<file path="src/rtl/spi_xfer_pkg.sv">
`timescale 1ns/1ps
package spi_xfer_pkg;

  localparam int HALF_W = 7;
  localparam int GAP_W  = 5;

  typedef enum logic [2:0] {
    ST_IDLE,
    ST_LEAD,
    ST_SHIFT,
    ST_TRAIL,
    ST_GAP
  } seq_st_e;

  // Field positions follow the readback word layout.
  typedef struct packed {
    logic             three;
    logic             pha;
    logic             pol;
    logic [3:0]       rate;
    logic             dir_rx;
    logic             busy;
    logic             master;
    logic             ss_en;
    logic [GAP_W-1:0] gap;
  } spi_cfg_t;

  // Half serial-clock period in system cycles, per rate code.
  function automatic logic [HALF_W-1:0] half_period(input logic [3:0] rate);
    logic [HALF_W-1:0] h;
    case (rate)
      4'd0:    h = 7'd2;
      4'd1:    h = 7'd3;
      4'd2:    h = 7'd4;
      4'd3:    h = 7'd6;
      4'd4:    h = 7'd8;
      4'd5:    h = 7'd12;
      4'd6:    h = 7'd16;
      4'd7:    h = 7'd24;
      4'd8:    h = 7'd32;
      4'd9:    h = 7'd48;
      4'd10:   h = 7'd64;
      default: h = 7'd96;
    endcase
    return h;
  endfunction

endpackage

</file>
<file path="src/rtl/spi_tick_gen.sv">
`timescale 1ns/1ps
module spi_tick_gen #(
  parameter int W = 7
) (
  input  logic         clk,
  input  logic         rst_n,
  input  logic         en,
  input  logic [W-1:0] half,
  output logic         tick
);

  logic [W-1:0] cnt_q, cnt_d;
  logic         wrap;

  assign wrap = (cnt_q == (half - W'(1)));
  assign tick = en & wrap;

  always_comb begin
    cnt_d = cnt_q;
    if (!en)       cnt_d = '0;
    else if (wrap) cnt_d = '0;
    else           cnt_d = cnt_q + W'(1);
  end

  always_ff @(posedge clk or negedge rst_n) begin
    if (!rst_n) cnt_q <= '0;
    else        cnt_q <= cnt_d;
  end

endmodule

</file>
<file path="src/rtl/spi_seq.sv">
`timescale 1ns/1ps
module spi_seq
  import spi_xfer_pkg::*;
#(
  parameter int EDGES  = 16,
  parameter int ECNT_W = $clog2(EDGES)
) (
  input  logic              clk,
  input  logic              rst_n,
  input  logic              start,
  input  logic              tick,
  input  logic [GAP_W-1:0]  gap,
  output seq_st_e           state,
  output logic              edge_stb,
  output logic [ECNT_W-1:0] edge_idx
);

  seq_st_e           st_q, st_d;
  logic [GAP_W-1:0]  tcnt_q, tcnt_d;
  logic [ECNT_W-1:0] ecnt_q, ecnt_d;
  logic [GAP_W-1:0]  frame_n;

  // Manual mode still keeps one half-bit before and after the clocks.
  assign frame_n = (gap == '0) ? GAP_W'(1) : gap;
  assign state   = st_q;

  always_comb begin
    st_d     = st_q;
    tcnt_d   = tcnt_q;
    ecnt_d   = ecnt_q;
    edge_stb = 1'b0;
    edge_idx = ecnt_q;
    case (st_q)
      ST_IDLE: begin
        if (start) begin
          st_d   = ST_LEAD;
          tcnt_d = '0;
          ecnt_d = '0;
        end
      end
      ST_LEAD: begin
        if (tick) begin
          if (tcnt_q == frame_n - GAP_W'(1)) begin
            st_d     = ST_SHIFT;
            tcnt_d   = '0;
            edge_stb = 1'b1;
            edge_idx = '0;
            ecnt_d   = ECNT_W'(1);
          end else begin
            tcnt_d = tcnt_q + GAP_W'(1);
          end
        end
      end
      ST_SHIFT: begin
        if (tick) begin
          edge_stb = 1'b1;
          if (ecnt_q == ECNT_W'(EDGES - 1)) begin
            st_d   = ST_TRAIL;
            tcnt_d = '0;
          end else begin
            ecnt_d = ecnt_q + ECNT_W'(1);
          end
        end
      end
      ST_TRAIL: begin
        if (tick) begin
          if (tcnt_q == frame_n - GAP_W'(1)) begin
            tcnt_d = '0;
            st_d   = (gap == '0) ? ST_IDLE : ST_GAP;
          end else begin
            tcnt_d = tcnt_q + GAP_W'(1);
          end
        end
      end
      ST_GAP: begin
        if (tick) begin
          if (tcnt_q == gap - GAP_W'(1)) begin
            tcnt_d = '0;
            st_d   = ST_IDLE;
          end else begin
            tcnt_d = tcnt_q + GAP_W'(1);
          end
        end
      end
      default: st_d = ST_IDLE;
    endcase
  end

  always_ff @(posedge clk or negedge rst_n) begin
    if (!rst_n) begin
      st_q   <= ST_IDLE;
      tcnt_q <= '0;
      ecnt_q <= '0;
    end else begin
      st_q   <= st_d;
      tcnt_q <= tcnt_d;
      ecnt_q <= ecnt_d;
    end
  end

endmodule

</file>
<file path="src/rtl/spi_shifter.sv">
`timescale 1ns/1ps
module spi_shifter #(
  parameter int DW     = 8,
  parameter int ECNT_W = 4
) (
  input  logic              clk,
  input  logic              rst_n,
  input  logic              load,
  input  logic [DW-1:0]     load_data,
  input  logic              edge_stb,
  input  logic [ECNT_W-1:0] edge_idx,
  input  logic              cpha,
  input  logic              sdi,
  output logic              sdo,
  output logic              sck_ph,
  output logic [DW-1:0]     rx_data
);

  logic [DW-1:0] tx_q, tx_d, rx_q, rx_d;
  logic          ph_q, ph_d;
  logic          leading, do_sample, do_shift;

  assign leading   = ~edge_idx[0];
  assign do_sample = edge_stb & (cpha ? ~leading : leading);
  assign do_shift  = edge_stb & (cpha ? (leading & (edge_idx != '0)) : ~leading);

  always_comb begin
    tx_d = tx_q;
    rx_d = rx_q;
    ph_d = ph_q;
    if (load) begin
      tx_d = load_data;
      ph_d = 1'b0;
    end else begin
      if (do_shift)  tx_d = {tx_q[DW-2:0], 1'b0};
      if (do_sample) rx_d = {rx_q[DW-2:0], sdi};
      if (edge_stb)  ph_d = ~ph_q;
    end
  end

  always_ff @(posedge clk or negedge rst_n) begin
    if (!rst_n) begin
      tx_q <= '0;
      rx_q <= '0;
      ph_q <= 1'b0;
    end else begin
      tx_q <= tx_d;
      rx_q <= rx_d;
      ph_q <= ph_d;
    end
  end

  assign sdo     = tx_q[DW-1];
  assign sck_ph  = ph_q;
  assign rx_data = rx_q;

endmodule

</file>
<file path="src/rtl/spi_xfer_ctrl.sv">
`timescale 1ns/1ps
module spi_xfer_ctrl
  import spi_xfer_pkg::*;
#(
  parameter int DATA_W = 8
) (
  input  logic              clk,
  input  logic              rst_n,
  input  logic              cfg_wr,
  input  logic [15:0]       cfg_wdata,
  output logic [15:0]       cfg_rdata,
  input  logic              tx_wr,
  input  logic [DATA_W-1:0] tx_data,
  output logic [DATA_W-1:0] rx_data,
  input  logic              ss_man,
  output logic              sck_o,
  output logic              sck_oe,
  output logic              mosi_o,
  output logic              mosi_oe,
  input  logic              mosi_i,
  input  logic              miso_i,
  output logic              ss_o,
  output logic              ss_oe
);

  localparam int EDGES  = 2 * DATA_W;
  localparam int ECNT_W = $clog2(EDGES);

  spi_cfg_t          cfg_q, cfg_d;
  seq_st_e           state;
  logic              active, start, tick, edge_stb, sck_ph, sdi, framing;
  logic [ECNT_W-1:0] edge_idx;
  logic [HALF_W-1:0] half;

  assign active = (state != ST_IDLE);
  assign start  = tx_wr & ~active & cfg_q.master;
  assign half   = half_period(cfg_q.rate);

  always_comb begin
    cfg_d = cfg_q;
    if (cfg_wr) begin
      cfg_d      = spi_cfg_t'(cfg_wdata);
      cfg_d.busy = 1'b0;
      if (active) cfg_d.master = cfg_q.master;
    end
  end

  always_ff @(posedge clk or negedge rst_n) begin
    if (!rst_n) cfg_q <= '0;
    else        cfg_q <= cfg_d;
  end

  spi_tick_gen #(.W(HALF_W)) u_tick (
    .clk  (clk),
    .rst_n(rst_n),
    .en   (active),
    .half (half),
    .tick (tick)
  );

  spi_seq #(.EDGES(EDGES), .ECNT_W(ECNT_W)) u_seq (
    .clk     (clk),
    .rst_n   (rst_n),
    .start   (start),
    .tick    (tick),
    .gap     (cfg_q.gap),
    .state   (state),
    .edge_stb(edge_stb),
    .edge_idx(edge_idx)
  );

  assign sdi = cfg_q.three ? mosi_i : miso_i;

  spi_shifter #(.DW(DATA_W), .ECNT_W(ECNT_W)) u_shift (
    .clk      (clk),
    .rst_n    (rst_n),
    .load     (start),
    .load_data(tx_data),
    .edge_stb (edge_stb),
    .edge_idx (edge_idx),
    .cpha     (cfg_q.pha),
    .sdi      (sdi),
    .sdo      (mosi_o),
    .sck_ph   (sck_ph),
    .rx_data  (rx_data)
  );

  assign framing   = (state == ST_LEAD) | (state == ST_SHIFT) | (state == ST_TRAIL);
  assign ss_o      = (cfg_q.gap == '0) ? ss_man : ~framing;
  assign ss_oe     = cfg_q.ss_en;
  assign sck_o     = cfg_q.pol ? sck_ph : ~sck_ph;
  assign sck_oe    = cfg_q.master;
  assign mosi_oe   = cfg_q.master & ~(cfg_q.three & cfg_q.dir_rx);
  assign cfg_rdata = 16'(cfg_q) | {8'd0, active, 7'd0};

endmodule

</file>
<file path="config.mk">
export PLATFORM = sky130hd
export DESIGN_NAME = spi_xfer_ctrl
export DESIGN_NICKNAME = d
export VERILOG_FILES = /design/src/rtl/spi_xfer_pkg.sv /design/src/rtl/spi_tick_gen.sv /design/src/rtl/spi_seq.sv /design/src/rtl/spi_shifter.sv /design/src/rtl/spi_xfer_ctrl.sv
export SDC_FILE = /design/constraint.sdc
export NUM_CORES = 1
export LEC_CHECK = 0
export ABC_AREA = 1
export CORE_MARGIN = 3
export CORE_UTILIZATION = 45
export DETAILED_ROUTE_END_ITERATION = 10
export PLACE_DENSITY = 0.74
export REMOVE_ABC_BUFFERS = 1
export SLEW_MARGIN = 30
export SYNTH_ARGS = -nofsm -noshare
export SYNTH_HDL_FRONTEND = slang
export SYNTH_HIERARCHICAL = 1
export SYNTH_SLANG_ARGS = --single-unit
export TNS_END_PERCENT = 5
</file>
<file path="constraint.sdc">
create_clock -name clk -period 3.8 [get_ports clk]
set_input_delay 0.76 -clock clk [delete_from_list [all_inputs] [get_ports clk]]
set_output_delay 0.76 -clock clk [all_outputs]
set_load 0.005 [all_outputs]
</file>
Yosys cells after proc, flatten, opt, wreduce, memory -nomap -nowiden
Memories as Yosys holds them, arrays and structs flattened.
Cells that the tools add are included.
{"block": "totals", "register_bits": 51, "romBits": 112, "out_inout_bits": 30, "wordCells": 116, "n_memories": 1}
{"block": "op_classes", "addsub": 6, "n_eq_ne": 19, "muxes": 44, "bitwise": 17, "n_reduce_logical": 14}
{"name": "(name not given)", "depth": 16, "width": 7, "rd": 1, "rd_clocked_by_memory_dff": 0, "write_ports": 0, "line": "spi_xfer_pkg.sv:31", "rtl": "case (rate)"}
{"operator": "two-way mux 5 bit", "n": 8}
{"operator": "two-way mux 4 bit", "n": 8}
{"operator": "two-way mux 3 bit", "n": 10}
{"operator": "one-hot mux 5 bit (4 select lines)", "n": 1}
{"operator": "two-way mux 8 bit", "n": 2}
{"operator": "bitwise OR 16 x 8 -> 16 bit", "n": 1}
{"operator": "one-hot mux 3 bit (5 select lines)", "n": 1}
{"operator": "two-way mux 7 bit", "n": 2}
{"operator": "inequality test 2 bit, second input constant", "n": 6}
{"operator": "one-hot mux 4 bit (3 select lines)", "n": 1}
{"operator": "AND reduction 6 bit", "n": 2}
{"operator": "== test 5 bit", "n": 2}
{"operator": "two-way mux 1 bit", "n": 10}
{"operator": "inequality test 2 x 1 -> 1 bit, second input constant", "n": 5}
{"operator": "subtractor 5 x 1 -> 5 bit, second input constant", "n": 2}
{"operator": "AND reduction 9 bit", "n": 1}
{"operator": "bitwise AND 1 bit", "n": 8}
{"operator": "nonzero test 4 bit", "n": 2}
{"operator": "adder 7 x 1 -> 7 bit, second input constant", "n": 1}
{"operator": "== test 7 bit", "n": 1}
{"operator": "subtractor 7 x 1 -> 7 bit, second input constant", "n": 1}
{"operator": "== test 3 x 2 -> 1 bit, second input constant", "n": 2}
{"operator": "NOT 1 bit", "n": 6}
{"operator": "nonzero test 3 bit", "n": 2}
{"operator": "12 further kinds", "n": 15}

Longest topological paths before layout
{"block": "depth", "word_depth": 13, "mapped_depth": 24, "ltp_nobuf": 24}

By module
Netlist, hierarchy kept.
{"module": "spi_seq", "instances": 1, "cells_each": 182, "area_each_um2": 1187.4, "seq_area_each_um2": 300.3}
{"module": "spi_shifter", "instances": 1, "cells_each": 103, "area_each_um2": 860.8, "seq_area_each_um2": 425.4}
{"module": "spi_xfer_ctrl", "instances": 1, "cells_each": 82, "area_each_um2": 760.7, "seq_area_each_um2": 375.4}
{"module": "spi_tick_gen", "instances": 1, "cells_each": 114, "area_each_um2": 673.1, "seq_area_each_um2": 175.2}

Worst setup path after synthesis
Ideal clock, no wire load.
{"block": "synth_timing", "kind": "flip-flop to flip-flop", "from": "register cfg_q[12] (netlist bit)", "to": "register u_shift.rx_q[6] (netlist: u_shift/rx_data[6])", "t_arrival_ps": 2737, "required_ps": 3683, "setup_slack_ps": 946, "path_stages_with_launch": 21, "synth_period_minus_slack_ps": 2854, "path_cell_list": "dfrtp_1 > inv_1 > nand2_1 > nor2_1 > inv_1 > ha_1 > inv_1 > nand2_1 > nand2_1 > nor2_1 > and2_1 > nand3_1 > nor3_1 > inv_1 > nor2_1 > nand2_1 > o21ai_0 > nand4_4 > buf_6 > nand2_1 > o21ai_2"}
{"block": "synth_via", "word_cells_on_any_way": 13}
{"item": "start, declared", "line": "spi_xfer_ctrl.sv:29", "rtl": "spi_cfg_t cfg_q, cfg_d;"}
{"item": "start signal, assigned", "line": "spi_xfer_ctrl.sv:50", "rtl": "else cfg_q <= cfg_d;"}
{"item": "memory (16 x 7 bit) *"}
{"item": "via half[1]", "line": "spi_xfer_ctrl.sv:33", "rtl": "logic [HALF_W-1:0] half;"}
{"item": "subtractor 7 x 1 -> 7 bit *", "line": "spi_tick_gen.sv:15", "rtl": "assign wrap = (cnt_q == (half - W'(1)));"}
{"item": "== test 7 bit *", "line": "spi_tick_gen.sv:15"}
{"item": "bitwise AND 1 bit *", "line": "spi_tick_gen.sv:16", "rtl": "assign tick = en & wrap;"}
{"item": "via tick", "line": "spi_xfer_ctrl.sv:31", "rtl": "logic active, start, tick, edge_stb, sck_ph, sdi, framing;"}
{"item": "two-way mux 1 bit (on tied branches)", "line": "spi_seq.sv:55, spi_seq.sv:42"}
{"item": "one-hot mux 1 bit (2 select lines) *", "line": "spi_seq.sv:33", "rtl": "case (st_q)"}
{"item": "via edge_stb", "line": "spi_xfer_ctrl.sv:31"}
{"item": "bitwise AND 1 bit *", "line": "spi_shifter.sv:24", "rtl": "assign do_sample = edge_stb & (cpha ? ~leading : leading);"}
{"item": "AND reduction 2 bit (no source line) *"}
{"item": "end signal, assigned", "line": "spi_shifter.sv:48", "rtl": "rx_q <= rx_d;"}
{"item": "end, declared", "line": "spi_shifter.sv:19", "rtl": "logic [DW-1:0] tx_q, tx_d, rx_q, rx_d;"}
Mark *: on every way through the listed nets, which the timed path passes. The rest lies on a longest branch.
A chain may end at the register's enable or synchronous reset.

Final worst setup path
{"block": "layout_timing", "from": "register cfg_q[10] (netlist bit)", "to": "register u_shift.tx_q[5]"}
{"block": "layout_via", "word_cells_on_any_way": 15}
{"item": "memory (16 x 7 bit) *"}
{"item": "via half[0]", "line": "spi_xfer_ctrl.sv:33"}
{"item": "subtractor 7 x 1 -> 7 bit *", "line": "spi_tick_gen.sv:15"}
{"item": "== test 7 bit *", "line": "spi_tick_gen.sv:15"}
{"item": "bitwise AND 1 bit *", "line": "spi_tick_gen.sv:16"}
{"item": "via tick", "line": "spi_xfer_ctrl.sv:31"}
{"item": "two-way mux 1 bit (on tied branches)", "line": "spi_seq.sv:55, spi_seq.sv:42"}
{"item": "one-hot mux 1 bit (2 select lines) *", "line": "spi_seq.sv:33"}
{"item": "via edge_stb", "line": "spi_xfer_ctrl.sv:31"}
{"item": "bitwise AND 1 bit *", "line": "spi_shifter.sv:25", "rtl": "assign do_shift = edge_stb & (cpha ? (leading & (edge_idx != '0)) : ~leading);"}
{"item": "nonzero test 2 bit (no source line) *"}
{"item": "end signal, assigned", "line": "spi_shifter.sv:47", "rtl": "tx_q <= tx_d;"}
{"item": "end, declared", "line": "spi_shifter.sv:19"}
Marked as above.

==> impl_metrics.toml <==
[power]
power_density_nw_per_um2 = 533
p_leak_nw = 2.13
design_power_total_mw = 2.28
ir_drop_mv = 0.280

[final_layout]
layout_cell_area_excl_fill_um2 = 4270
layoutNonFillerInstCount = 639
layout-drive-gt1-share_pct = 11.5
syn_to_final_growth_pct = 22.6
post-route-util_pct = 57.9
design.final.nets = 577
antenna_cells_inserted = 0
number_of_fill_cells_in_the_layout = 706

[floorplan]
floorplan.die.height_um = 94.0
die-width_um = 94.0
start_util_pct = 47.2
fp-row-count = 31
design.core.area_um2 = 7370
design.die.area_um2 = 8830
io_pins = 61

[worst_setup_path]
reg2reg_from = "cfg_q[10]"
critical_path.reg2reg.endpoint = "u_shift/tx_q[5]"
crit_path_max_fanout = 9
worst_ep_required_time_ns = 4.04
ff2ff_setup_slack_ns = 0.48
critical_path.endpoint_type = "flip-flop"
critPathLaunchType = "flip-flop"
worstRegToRegCells = 18
worst-endpoint-arrival_ns = 3.56
path_class = "reg2reg"

[placement]
place_hpwl_mm = 5.72
postPlaceCellArea_um2 = 4130
post-place-ws_ns = 0.479
globalplace.congestion = 0.837
port-buffer-count = 59
post-place-cells = 631

[sta]
period_utilization_pct = 87.2
worst_hold_slack_ns = 0.402
timing.fmax_ghz = 0.302
setup-tns-final_ns = 0
fin_skew_ns = 0.00883
tightest_slew_ns = 0.615
setup_slack_ns = 0.485
final_period_minus_worst_setup_slack_ns = 3.32
final-hold-violation-count = 0
report.final.slew_viol_count = 0
final-setup-viol-count = 0
unrepaired_setup_endpoints_after_global_routing = "false"
slew-limit-headroom_pct = 58.6

[clock_network]
cts_tree = "yes"
clock_tree.htree_level_count = 2
clk_latency_ns = 0.31
cts_buffers = 5
clk_pin_slew_worst_paths_ns = 0.10
clock_sink_count = 51
ctsLongestPathBuffers = 2
root_buffer = "sky130_fd_sc_hd__clkbuf_8"

[synth]
synth.top_cells.by_count = "sky130_fd_sc_hd__nand2_1 (173), sky130_fd_sc_hd__inv_1 (55), sky130_fd_sc_hd__dfrtp_1 (51)"
dominantRegCellSynth = "sky130_fd_sc_hd__dfrtp_1"
ys.warnings.count = 6
yosysTopAreaCellShare_pct = 36.7
number_of_distinct_library_cells_after_synthesis = 37
synth-edff-count = 0
synth.largest_area_cell = "sky130_fd_sc_hd__dfrtp_1"
ys_seq_elements = 51
synthesis.instances = 481
post_synth_instance_area_um2 = 3480
async_reset_ff_share_pct = 100
ys_top_cells_by_area = "sky130_fd_sc_hd__dfrtp_1 (37%), sky130_fd_sc_hd__nand2_1 (19%), sky130_fd_sc_hd__nand3_1 (6.2%), sky130_fd_sc_hd__inv_1 (5.9%), sky130_fd_sc_hd__nor2_1 (4.5%)"
yosysMostFrequentCell = "sky130_fd_sc_hd__nand2_1"
synth_seq_area_share_pct = 36.7
postSynthAreaPerCell_um2 = 7.24

[drt]
drc_errors_left = 0
route.detailed.vias_per_inst = 4.89
drtPass1Iterations = 4
route.vias.total = 3122
routed_length_per_placed_instance_um = 11.6
ant_nets = 0
routed_wirelength_mm = 7.40
first_iter_violations = 125

[global_route]
first_pass_grt_wire_length_mm = 12.7
globalRoute.totalOverflow = 0
initial_antenna_violation_count = 0
grt_util_met3_pct = 2.88
global_route.usage.total_pct = 17.5
most_crowded_layer_after_global_routing = "met2"
grt_use_met1_pct = 20.9
first_global_vias = 3008
met2_track_demand_over_resource_pct = 32.1
largest_net_degree_at_the_start_of_global_routing = 41

[min_path]
hold_class = "in2async"

[run]
drv.max_cap_violation_count = 0

[run_status]
outcome = "completed"
## timing repair
| item | 4_1_cts | 5_1_grt |
|---|---|---|
| endpoints found under the setup margin | 0 | 11 |
| buffers inserted | 0 | 0 |
| resized for setup | 0 | 1 |
| hold buffers | 0 | 0 |
## cell type report
cell class,count,area (um^2),area share [%]
Clock buffer,5,68.8,1.61
Multi-Input combinational cell,360,1900,44.5
Sequential cell,51,1280,29.9
Tap cell,99,124,2.90
Inverter,60,233,5.45
Clock inverter,3,71.3,1.67
Timing Repair Buffer,61,598,14.0
## cell usage in the layout (no fill, tap or decap), types with 4 or more instances in the layout
master and count:
sky130_fd_sc_hd__nor2_1 41, sky130_fd_sc_hd__nand2_1 173, sky130_fd_sc_hd__a21boi_0 5, sky130_fd_sc_hd__a21oi_1 4, sky130_fd_sc_hd__nand3_2 4, sky130_fd_sc_hd__o21ai_0 16
sky130_fd_sc_hd__o21ai_2 8, sky130_fd_sc_hd__dfrtp_1 51, sky130_fd_sc_hd__nand2_2 8, sky130_fd_sc_hd__clkbuf_8 5, sky130_fd_sc_hd__nand3_1 43, sky130_fd_sc_hd__inv_2 4
sky130_fd_sc_hd__mux2_4 6, sky130_fd_sc_hd__clkdlybuf4s50_1 57, sky130_fd_sc_hd__nor2_2 4, sky130_fd_sc_hd__inv_1 55, sky130_fd_sc_hd__nand4_1 6, sky130_fd_sc_hd__xor2_1 8
sky130_fd_sc_hd__nand2_4 5, sky130_fd_sc_hd__ha_1 7
## registers in the layout, indices dropped and copies added (netlist names)
register / flops
u_shift/sck_ph: 1
ss_oe: 1
u_shift/rx_data: 8
u_seq/tcnt_q: 5
sck_oe: 1
u_tick/cnt_q: 7
u_shift/tx_q: 8
cfg_q: 13
u_seq/state: 3
u_seq/ecnt_q: 4
## per-layer routing
layer / share of wire [%] / wire length [um]
met2: 51 / 3780
met4: 1.3 / 99
met5: 0 / 0
met1: 45 / 3300
met3: 3.1 / 226
## worst max-delay path, stage by stage, from the launching register on
cell and delay (ns):
sky130_fd_sc_hd__dfrtp_1 0.43, sky130_fd_sc_hd__inv_1 0.12, sky130_fd_sc_hd__nand2_1 0.08, sky130_fd_sc_hd__nor2_1 0.15, sky130_fd_sc_hd__inv_1 0.11, sky130_fd_sc_hd__ha_1 0.30, sky130_fd_sc_hd__inv_1 0.04, sky130_fd_sc_hd__nand2_1 0.05
sky130_fd_sc_hd__nand2_1 0.04, sky130_fd_sc_hd__nor2_1 0.14, sky130_fd_sc_hd__and2_1 0.16, sky130_fd_sc_hd__nand3_1 0.08, sky130_fd_sc_hd__nor3_1 0.25, sky130_fd_sc_hd__inv_1 0.14, sky130_fd_sc_hd__o21ai_0 0.53, sky130_fd_sc_hd__nand3_2 0.32
sky130_fd_sc_hd__nand2_4 0.18, sky130_fd_sc_hd__nand2_1 0.06, sky130_fd_sc_hd__nand2_1 0.06
## where the power goes
part	switching, mW	internal, mW	leakage (nW)	total [mW]
sequential	0.119	0.646	0.667	0.765
combinational	0.611	0.436	1.40	1.05
clock	0.197	0.267	0.0703	0.464
total	0.927	1.35	2.13	2.28
## worst max path at each step
stage,start,to,slack (ns),cells past startpoint
final,cfg_q[10],u_shift/tx_q[5],0.48,18
after global routing,cfg_q[12],u_shift/tx_q[3],0.02,22
after CTS,cfg_q[10],u_shift/tx_q[2],0.44,20
after detailed placement,cfg_q[10],u_shift/tx_q[2],0.48,20
after global placement,cfg_q[12],u_shift/rx_data[7],0.52,17
after floorplan,cfg_q[12],u_shift/rx_data[0],0.93,19
## kinds of logic (layout without fill, tap and decap cells)
family	count (synthesis)	in the layout	synth area share (%)
compound gates	39	39	7.44
xor+xnor	10	10	2.52
fa+ha+maj	7	7	2.52
buf+inv	70	129	8.91
flops	51	51	36.7
mux	8	8	3.23
simple gates	296	296	38.7
(Power assumes the default switching activity.)
